===== config.mk =====
export PLATFORM = sky130hd
export DESIGN_NAME = cmdbyte_ctl
export DESIGN_NICKNAME = d
export VERILOG_FILES = /design/src/rtl/ctl_pkg.sv /design/src/rtl/ctl_bus_filter.sv /design/src/rtl/ctl_i2c_rx.sv /design/src/rtl/ctl_reg_bank.sv /design/src/rtl/cmdbyte_ctl.sv
export SDC_FILE = /design/constraint.sdc
export NUM_CORES = 1
export LEC_CHECK = 0
export ABC_AREA = 1
export BUFFER_PORTS_ARGS = -buffer_cell sky130_fd_sc_hd__clkbuf_2
export CELL_PAD_IN_SITES_DETAIL_PLACEMENT = 1
export CELL_PAD_IN_SITES_GLOBAL_PLACEMENT = 2
export CORE_MARGIN = 2
export CORE_UTILIZATION = 31
export DETAILED_ROUTE_END_ITERATION = 8
export PLACE_DENSITY = 0.8
export SLEW_MARGIN = 30
export SYNTH_ARGS = -nofsm -noshare
export SYNTH_HDL_FRONTEND = slang
export SYNTH_SLANG_ARGS = --single-unit

===== constraint.sdc =====
create_clock -name clk -period 2.2 [get_ports clk]
set_input_delay 0.44 -clock clk [delete_from_list [all_inputs] [get_ports clk]]
set_output_delay 0.44 -clock clk [all_outputs]
set_load 0.005 [all_outputs]

===== src/rtl/ctl_pkg.sv =====
package ctl_pkg;
    localparam int BYTE_W    = 8;
    localparam int ADDR_W    = 7;
    localparam int SEL_W     = 3;
    localparam int BITCNT_W  = 4;
    localparam logic [4:0] ADDR_FIXED = 5'b10000;
    localparam logic [3:0] TONE_FLAT  = 4'd6;
    localparam logic [3:0] TONE_MAX   = 4'd12;
    localparam logic [4:0] VOL_MUTE   = 5'd31;
    localparam logic [4:0] MIC_MUTE   = 5'd21;
    localparam logic [1:0] GAIN_30DB  = 2'b10;
    localparam logic [1:0] GAIN_BAD   = 2'b11;

    typedef enum logic [SEL_W-1:0] {
        SEL_ATTEN   = 3'd0,
        SEL_BASS    = 3'd1,
        SEL_TREBLE  = 3'd2,
        SEL_VOL_R   = 3'd3,
        SEL_VOL_L   = 3'd4,
        SEL_MIC_CFG = 3'd5,
        SEL_MIC_VOL = 3'd6,
        SEL_GENERAL = 3'd7
    } sel_e;

    typedef enum logic [1:0] {
        PH_IDLE,
        PH_ADDR,
        PH_DATA
    } phase_e;

    typedef struct packed {
        logic ext_loop;
        logic mono;
        logic enhance;
        logic gpo;
        logic shutdown;
    } gen_t;

    typedef struct packed {
        logic [2:0] atten;
        logic [3:0] bass;
        logic [3:0] treble;
        logic [4:0] vol_r;
        logic [4:0] vol_l;
        logic [1:0] mic_sel;
        logic [1:0] mic_gain;
        logic [4:0] mic_vol;
        gen_t       gen;
    } regs_t;

    function automatic regs_t regs_default();
        regs_t r;
        r.atten    = '0;
        r.bass     = TONE_FLAT;
        r.treble   = TONE_FLAT;
        r.vol_r    = VOL_MUTE;
        r.vol_l    = VOL_MUTE;
        r.mic_sel  = 2'b00;
        r.mic_gain = GAIN_30DB;
        r.mic_vol  = MIC_MUTE;
        r.gen      = '0;
        return r;
    endfunction

    function automatic logic [BYTE_W-1:0] write_addr(input logic a2, input logic a1);
        return {ADDR_FIXED, a2, a1, 1'b0};
    endfunction

    function automatic logic tone_ok(input logic [3:0] code);
        return code <= TONE_MAX;
    endfunction
endpackage


===== src/rtl/ctl_bus_filter.sv =====
module ctl_bus_filter #(
    parameter int SYNC_STAGES = 2,
    parameter int FILT_LEN    = 3
) (
    input  logic clk,
    input  logic rst,
    input  logic din,
    output logic dout
);
    localparam int CW = $clog2(FILT_LEN + 1);

    logic [SYNC_STAGES-1:0] sync_q;
    logic [CW-1:0]          cnt_q;
    logic                   synced;

    assign synced = sync_q[SYNC_STAGES-1];

    always_ff @(posedge clk or posedge rst) begin
        if (rst) begin
            sync_q <= '1;
            cnt_q  <= '0;
            dout   <= 1'b1;
        end else begin
            sync_q <= {sync_q[SYNC_STAGES-2:0], din};
            if (synced == dout) begin
                cnt_q <= '0;
            end else if (cnt_q == CW'(FILT_LEN - 1)) begin
                dout  <= synced;
                cnt_q <= '0;
            end else begin
                cnt_q <= cnt_q + 1'b1;
            end
        end
    end
endmodule


===== src/rtl/ctl_i2c_rx.sv =====
module ctl_i2c_rx
    import ctl_pkg::*;
(
    input  logic              clk,
    input  logic              rst,
    input  logic              scl_f,
    input  logic              sda_f,
    input  logic [BYTE_W-1:0] own_addr,
    output logic              sda_pull,
    output logic              byte_v,
    output logic [BYTE_W-1:0] byte_d
);
    localparam logic [BITCNT_W-1:0] LAST_BIT = BITCNT_W'(BYTE_W);
    localparam logic [BITCNT_W-1:0] ACK_BIT  = BITCNT_W'(BYTE_W + 1);

    logic                scl_q, sda_q;
    phase_e              ph_q;
    logic [BITCNT_W-1:0] bit_q;
    logic [BYTE_W-1:0]   sh_q;
    logic                scl_rise, scl_fall, start_c, stop_c;

    assign scl_rise = scl_f & ~scl_q;
    assign scl_fall = ~scl_f & scl_q;
    assign start_c  = scl_f & scl_q & sda_q & ~sda_f;
    assign stop_c   = scl_f & scl_q & ~sda_q & sda_f;

    always_ff @(posedge clk or posedge rst) begin
        if (rst) begin
            scl_q    <= 1'b1;
            sda_q    <= 1'b1;
            ph_q     <= PH_IDLE;
            bit_q    <= '0;
            sh_q     <= '0;
            sda_pull <= 1'b0;
            byte_v   <= 1'b0;
            byte_d   <= '0;
        end else begin
            scl_q  <= scl_f;
            sda_q  <= sda_f;
            byte_v <= 1'b0;
            if (start_c) begin
                ph_q     <= PH_ADDR;
                bit_q    <= '0;
                sda_pull <= 1'b0;
            end else if (stop_c) begin
                ph_q     <= PH_IDLE;
                bit_q    <= '0;
                sda_pull <= 1'b0;
            end else if (ph_q != PH_IDLE) begin
                if (scl_rise && bit_q < LAST_BIT) begin
                    sh_q  <= {sh_q[BYTE_W-2:0], sda_f};
                    bit_q <= bit_q + 1'b1;
                end else if (scl_fall && bit_q == LAST_BIT) begin
                    if (ph_q == PH_ADDR) begin
                        if (sh_q == own_addr) begin
                            sda_pull <= 1'b1;
                            bit_q    <= ACK_BIT;
                        end else begin
                            ph_q  <= PH_IDLE;
                            bit_q <= '0;
                        end
                    end else begin
                        sda_pull <= 1'b1;
                        bit_q    <= ACK_BIT;
                        byte_v   <= 1'b1;
                        byte_d   <= sh_q;
                    end
                end else if (scl_fall && bit_q == ACK_BIT) begin
                    sda_pull <= 1'b0;
                    bit_q    <= '0;
                    ph_q     <= PH_DATA;
                end
            end
        end
    end
endmodule


===== src/rtl/ctl_reg_bank.sv =====
module ctl_reg_bank
    import ctl_pkg::*;
(
    input  logic              clk,
    input  logic              rst,
    input  logic              byte_v,
    input  logic [BYTE_W-1:0] byte_d,
    output regs_t             regs
);
    regs_t nxt;
    sel_e  sel;

    assign sel = sel_e'(byte_d[BYTE_W-1 -: SEL_W]);

    always_comb begin
        nxt = regs;
        case (sel)
            SEL_ATTEN:   nxt.atten = byte_d[2:0];
            SEL_BASS:    if (tone_ok(byte_d[3:0])) nxt.bass = byte_d[3:0];
            SEL_TREBLE:  if (tone_ok(byte_d[3:0])) nxt.treble = byte_d[3:0];
            SEL_VOL_R:   nxt.vol_r = byte_d[4:0];
            SEL_VOL_L:   nxt.vol_l = byte_d[4:0];
            SEL_MIC_CFG: begin
                if (byte_d[1:0] != GAIN_BAD) begin
                    nxt.mic_sel  = byte_d[3:2];
                    nxt.mic_gain = byte_d[1:0];
                end
            end
            SEL_MIC_VOL: nxt.mic_vol = (byte_d[4:0] > MIC_MUTE) ? MIC_MUTE : byte_d[4:0];
            SEL_GENERAL: nxt.gen = gen_t'(byte_d[4:0]);
            default:     nxt = regs;
        endcase
    end

    always_ff @(posedge clk or posedge rst) begin
        if (rst) begin
            regs <= regs_default();
        end else if (byte_v) begin
            regs <= nxt;
        end
    end
endmodule


===== src/rtl/cmdbyte_ctl.sv =====
module cmdbyte_ctl
    import ctl_pkg::*;
#(
    parameter int SYNC_STAGES = 2,
    parameter int FILT_LEN    = 3
) (
    input  logic       clk,
    input  logic       rst,
    input  logic       scl_i,
    input  logic       sda_i,
    output logic       sda_pull_o,
    input  logic       strap_a2_i,
    input  logic       strap_a1_i,
    output logic [2:0] atten_o,
    output logic [3:0] bass_o,
    output logic [3:0] treble_o,
    output logic [4:0] vol_l_o,
    output logic [4:0] vol_r_o,
    output logic       mute_l_o,
    output logic       mute_r_o,
    output logic [1:0] mic_sel_o,
    output logic [1:0] mic_gain_o,
    output logic [4:0] mic_vol_o,
    output logic       mic_mute_o,
    output logic       shutdown_o,
    output logic       gpo_o,
    output logic       enhance_o,
    output logic       mono_o,
    output logic       ext_loop_o
);
    localparam int LINES = 2;

    logic [LINES-1:0]  raw_l, filt_l;
    logic              scl_f, sda_f;
    logic              byte_v;
    logic [BYTE_W-1:0] byte_d;
    regs_t             regs;

    assign raw_l = {sda_i, scl_i};

    for (genvar g = 0; g < LINES; g++) begin : g_line
        ctl_bus_filter #(
            .SYNC_STAGES(SYNC_STAGES),
            .FILT_LEN   (FILT_LEN)
        ) u_filt (
            .clk (clk),
            .rst (rst),
            .din (raw_l[g]),
            .dout(filt_l[g])
        );
    end

    assign scl_f = filt_l[0];
    assign sda_f = filt_l[1];

    ctl_i2c_rx u_rx (
        .clk     (clk),
        .rst     (rst),
        .scl_f   (scl_f),
        .sda_f   (sda_f),
        .own_addr(write_addr(strap_a2_i, strap_a1_i)),
        .sda_pull(sda_pull_o),
        .byte_v  (byte_v),
        .byte_d  (byte_d)
    );

    ctl_reg_bank u_bank (
        .clk   (clk),
        .rst   (rst),
        .byte_v(byte_v),
        .byte_d(byte_d),
        .regs  (regs)
    );

    assign atten_o    = regs.atten;
    assign bass_o     = regs.bass;
    assign treble_o   = regs.treble;
    assign vol_l_o    = regs.vol_l;
    assign vol_r_o    = regs.vol_r;
    assign mute_l_o   = (regs.vol_l == VOL_MUTE);
    assign mute_r_o   = (regs.vol_r == VOL_MUTE);
    assign mic_sel_o  = regs.mic_sel;
    assign mic_gain_o = regs.mic_gain;
    assign mic_vol_o  = regs.mic_vol;
    assign mic_mute_o = (regs.mic_vol == MIC_MUTE);
    assign shutdown_o = regs.gen.shutdown;
    assign gpo_o      = regs.gen.gpo;
    assign enhance_o  = regs.gen.enhance;
    assign mono_o     = regs.gen.mono;
    assign ext_loop_o = regs.gen.ext_loop;
endmodule


==> impl_metrics.env <==
export IMPL_outcome="finished, final reports clean"
export IMPL_core_rowCount=36
export IMPL_synthArstFlopShare=1.000
export IMPL_finalNonFillerCells=514
export IMPL_post_route_drc_count=0
export IMPL_setup_violations=0
export IMPL_wirelength_um=6518
export IMPL_clkLatencyLatePin_ns=0.35
export IMPL_vdd_drop_max_mv=0.3559
export IMPL_power_mw=3.878
export IMPL_grt_use_total=0.1366
export IMPL_hold_ws_ns=0.1279
export IMPL_worstSetupEndpointType="primary output"
export IMPL_yosys_most_used_dff="dfrtp_1"
export IMPL_grt_pass1_vias=2275
export IMPL_cts_setup_buffers=0
export IMPL_synth_area_um2=3019
export IMPL_gr_total_overflow=0
export IMPL_cts_buffers=9
export IMPL_vias=2253
export IMPL_skew_ns=0.01650
export IMPL_core_area_um2=9594
export IMPL_cts_buffer_depth=2
export IMPL_path_clk_slew_ns=0.09
export IMPL_root_buffer="clkbuf_8"
export IMPL_yosysSeqAreaShare=0.5993
export IMPL_fin_crit_sh=0.8133
export IMPL_most_common_layout_cells="92 x nand2_1, 45 x dfrtp_1, 44 x clkbuf_2"
export IMPL_syn_num_nets=332
export IMPL_grt_max_degree=72
export IMPL_drv_cap=0
export IMPL_pre_cts_ws_ns=0.6966
export IMPL_die_w_um=102.7
export IMPL_dp_hpwl_um=4671
export IMPL_cts_hold_buf=0
export IMPL_antennaDiodeCount=0
export IMPL_min_path_type="input port to async pin"
export IMPL_syn2layout_area_growth_pct=19.64
export IMPL_synth_edf_count=0
export IMPL_drt_wirelength_per_cell_um=12.68
export IMPL_cts_resized=0
export IMPL_grt_pass1_wl_um=10910
export IMPL_slew_viol_final=0
export IMPL_antenna_found_initial=0
export IMPL_synth_cell_type_count=31
export IMPL_syn_area_per_cell_um2=9.347
export IMPL_placed_area_um2=3398
export IMPL_io_buffers=44
export IMPL_maxSlewHeadroom=0.5708
export IMPL_cts_sinks=71
export IMPL_fin_area_um2=3612
export IMPL_dieArea_um2=10540
export IMPL_rsz0062_at_grt="false"
export IMPL_p_per_area_nw_per_um2=1074
export IMPL_drtIter0Drc=50
export IMPL_ys_warn_count=0
export IMPL_postSynthCellCount=323
export IMPL_ys_seq_elements=71
export IMPL_final_nets=385
export IMPL_io_pin_count=45
export IMPL_initial_core_util=0.3147
export IMPL_die_y_um=102.7
export IMPL_setup_ws_ns=0.4107
export IMPL_viasPerCell=4.383
export IMPL_worst_setup_path_start_kind="flop"
export IMPL_final_common_cell="nand2_1"
export IMPL_fmax_mhz=558.9
export IMPL_dp_cells=498
export IMPL_post_route_min_period_ns=1.789
export IMPL_worstMarginPinSlew_ns=0.6432
export IMPL_worstPathMaxFanout=2
export IMPL_cts_tree="built"
export IMPL_gp_congestion=0.7577
export IMPL_fin_tns_setup_ns=0
export IMPL_required_ns=1.76
export IMPL_drtAntennaViolNets=0
export IMPL_final_util=0.3765
export IMPL_critPathArrivalTime_ns=1.35
export IMPL_hold_violations=0
export IMPL_first_pass_iters=4
export IMPL_power_leakage_nw=1.709
export IMPL_critical_path_class="flop to primary output"
export IMPL_drive_gt1_frac=0.2913
export IMPL_htreeDepth=3
[worst max-delay path: stages, from the launching register on]
cell and delay, ns:
dfstp_2 0.55, inv_1 0.06, nor4_1 0.24, clkbuf_2 0.16
[per-layer routing]
metal  track usage  vias to the layer above  part of all wire
met3       0.04271                        5             0.042
met1        0.1646                     1088              0.46
li1              -                     1123                 -
met5             0                        -                 0
met2        0.2338                       37              0.49
met4       0.04308                        0             0.011
[path summary, 6_finish.rpt]
| path | slack, ns | start | cells past startpoint | to |
|---|---|---|---|---|
| min in group clk | 0.16 | sda_i | 1 | g_line[1].u_filt.sync_q[0]$_DFF_PP1_ |
| worst min register to register | 0.36 | g_line[0].u_filt.sync_q[0]$_DFF_PP1_ | 0 | g_line[0].u_filt.sync_q[1]$_DFF_PP1_ |
| worst max-delay path | 0.41 | u_bank.regs[9]$_DFFE_PP1P_ | 3 | mic_mute_o |
| max in group asynchronous | 1.70 | rst | 3 | u_bank.regs[21]$_DFFE_PP1P_ |
| worst min-delay path | 0.13 | rst | 3 | u_rx.ph_q[1]$_DFFE_PP0P_ |
| worst max register to register | 0.67 | u_rx.byte_d[1]$_DFFE_PP0P_ | 4 | u_bank.regs[13]$_DFFE_PP0P_ |
[power by group]
part	switching, mW	leakage [nW]	internal, mW
clock	0.513	0.106	0.637
combinational	0.644	0.723	0.310
sequential	0.207	0.880	1.57
[cell type report]
type / count / area, um^2
inverters: 43 / 161.4
well taps: 133 / 166.4
multi-input cells: 206 / 1021
fillers: 1154 / 5982
clock buffers: 10 / 127.6
flip-flops and latches: 71 / 1809
repair buffers: 45 / 240.2
clock inverters: 6 / 86.33
[cells by family (layout without fill, tap and decap cells)]
family          Yosys count  count (layout)  synth area share
buf+inv                  46             104           0.06257
fa+ha+maj                 3               3           0.01243
simple gates            138             138            0.1985
compound gates           62              62            0.1185
xor+xnor                  3               3          0.008704
flops                    71              71            0.5993
[cells in the mapped netlist (2+ instances only)]
cell      n  share of area
o21ai_0  33          0.055
o21ai_2   9          0.026
o21ai_1   8          0.013
a21oi_1   7          0.012
nand3_1   8          0.013
nor2_2    3         0.0062
ha_1      3          0.012
dfstp_2  26           0.23
nor2_1   20          0.025
nand2_2   4         0.0083
nand2_1  92           0.11
inv_2     4         0.0050
nor3_1    4         0.0066
dfrtp_1  45           0.37
buf_6     2         0.0075
inv_1    39          0.048
xnor2_1   2         0.0058
[flip-flops by register name, indices dropped and copies added, names as in the netlist]
signal,flops
u_rx.byte_d,8
g_line.u_filt.cnt_q,4
u_rx.bit_q,4
u_rx.ph_q,2
g_line.u_filt.dout,2
u_rx.sda_pull,1
u_rx.sh_q,8
u_bank.regs,35
u_rx.byte_v,1
g_line.u_filt.sync_q,4
u_rx.sda_q,1
u_rx.scl_q,1
Power figures use the tool's default switching activity.
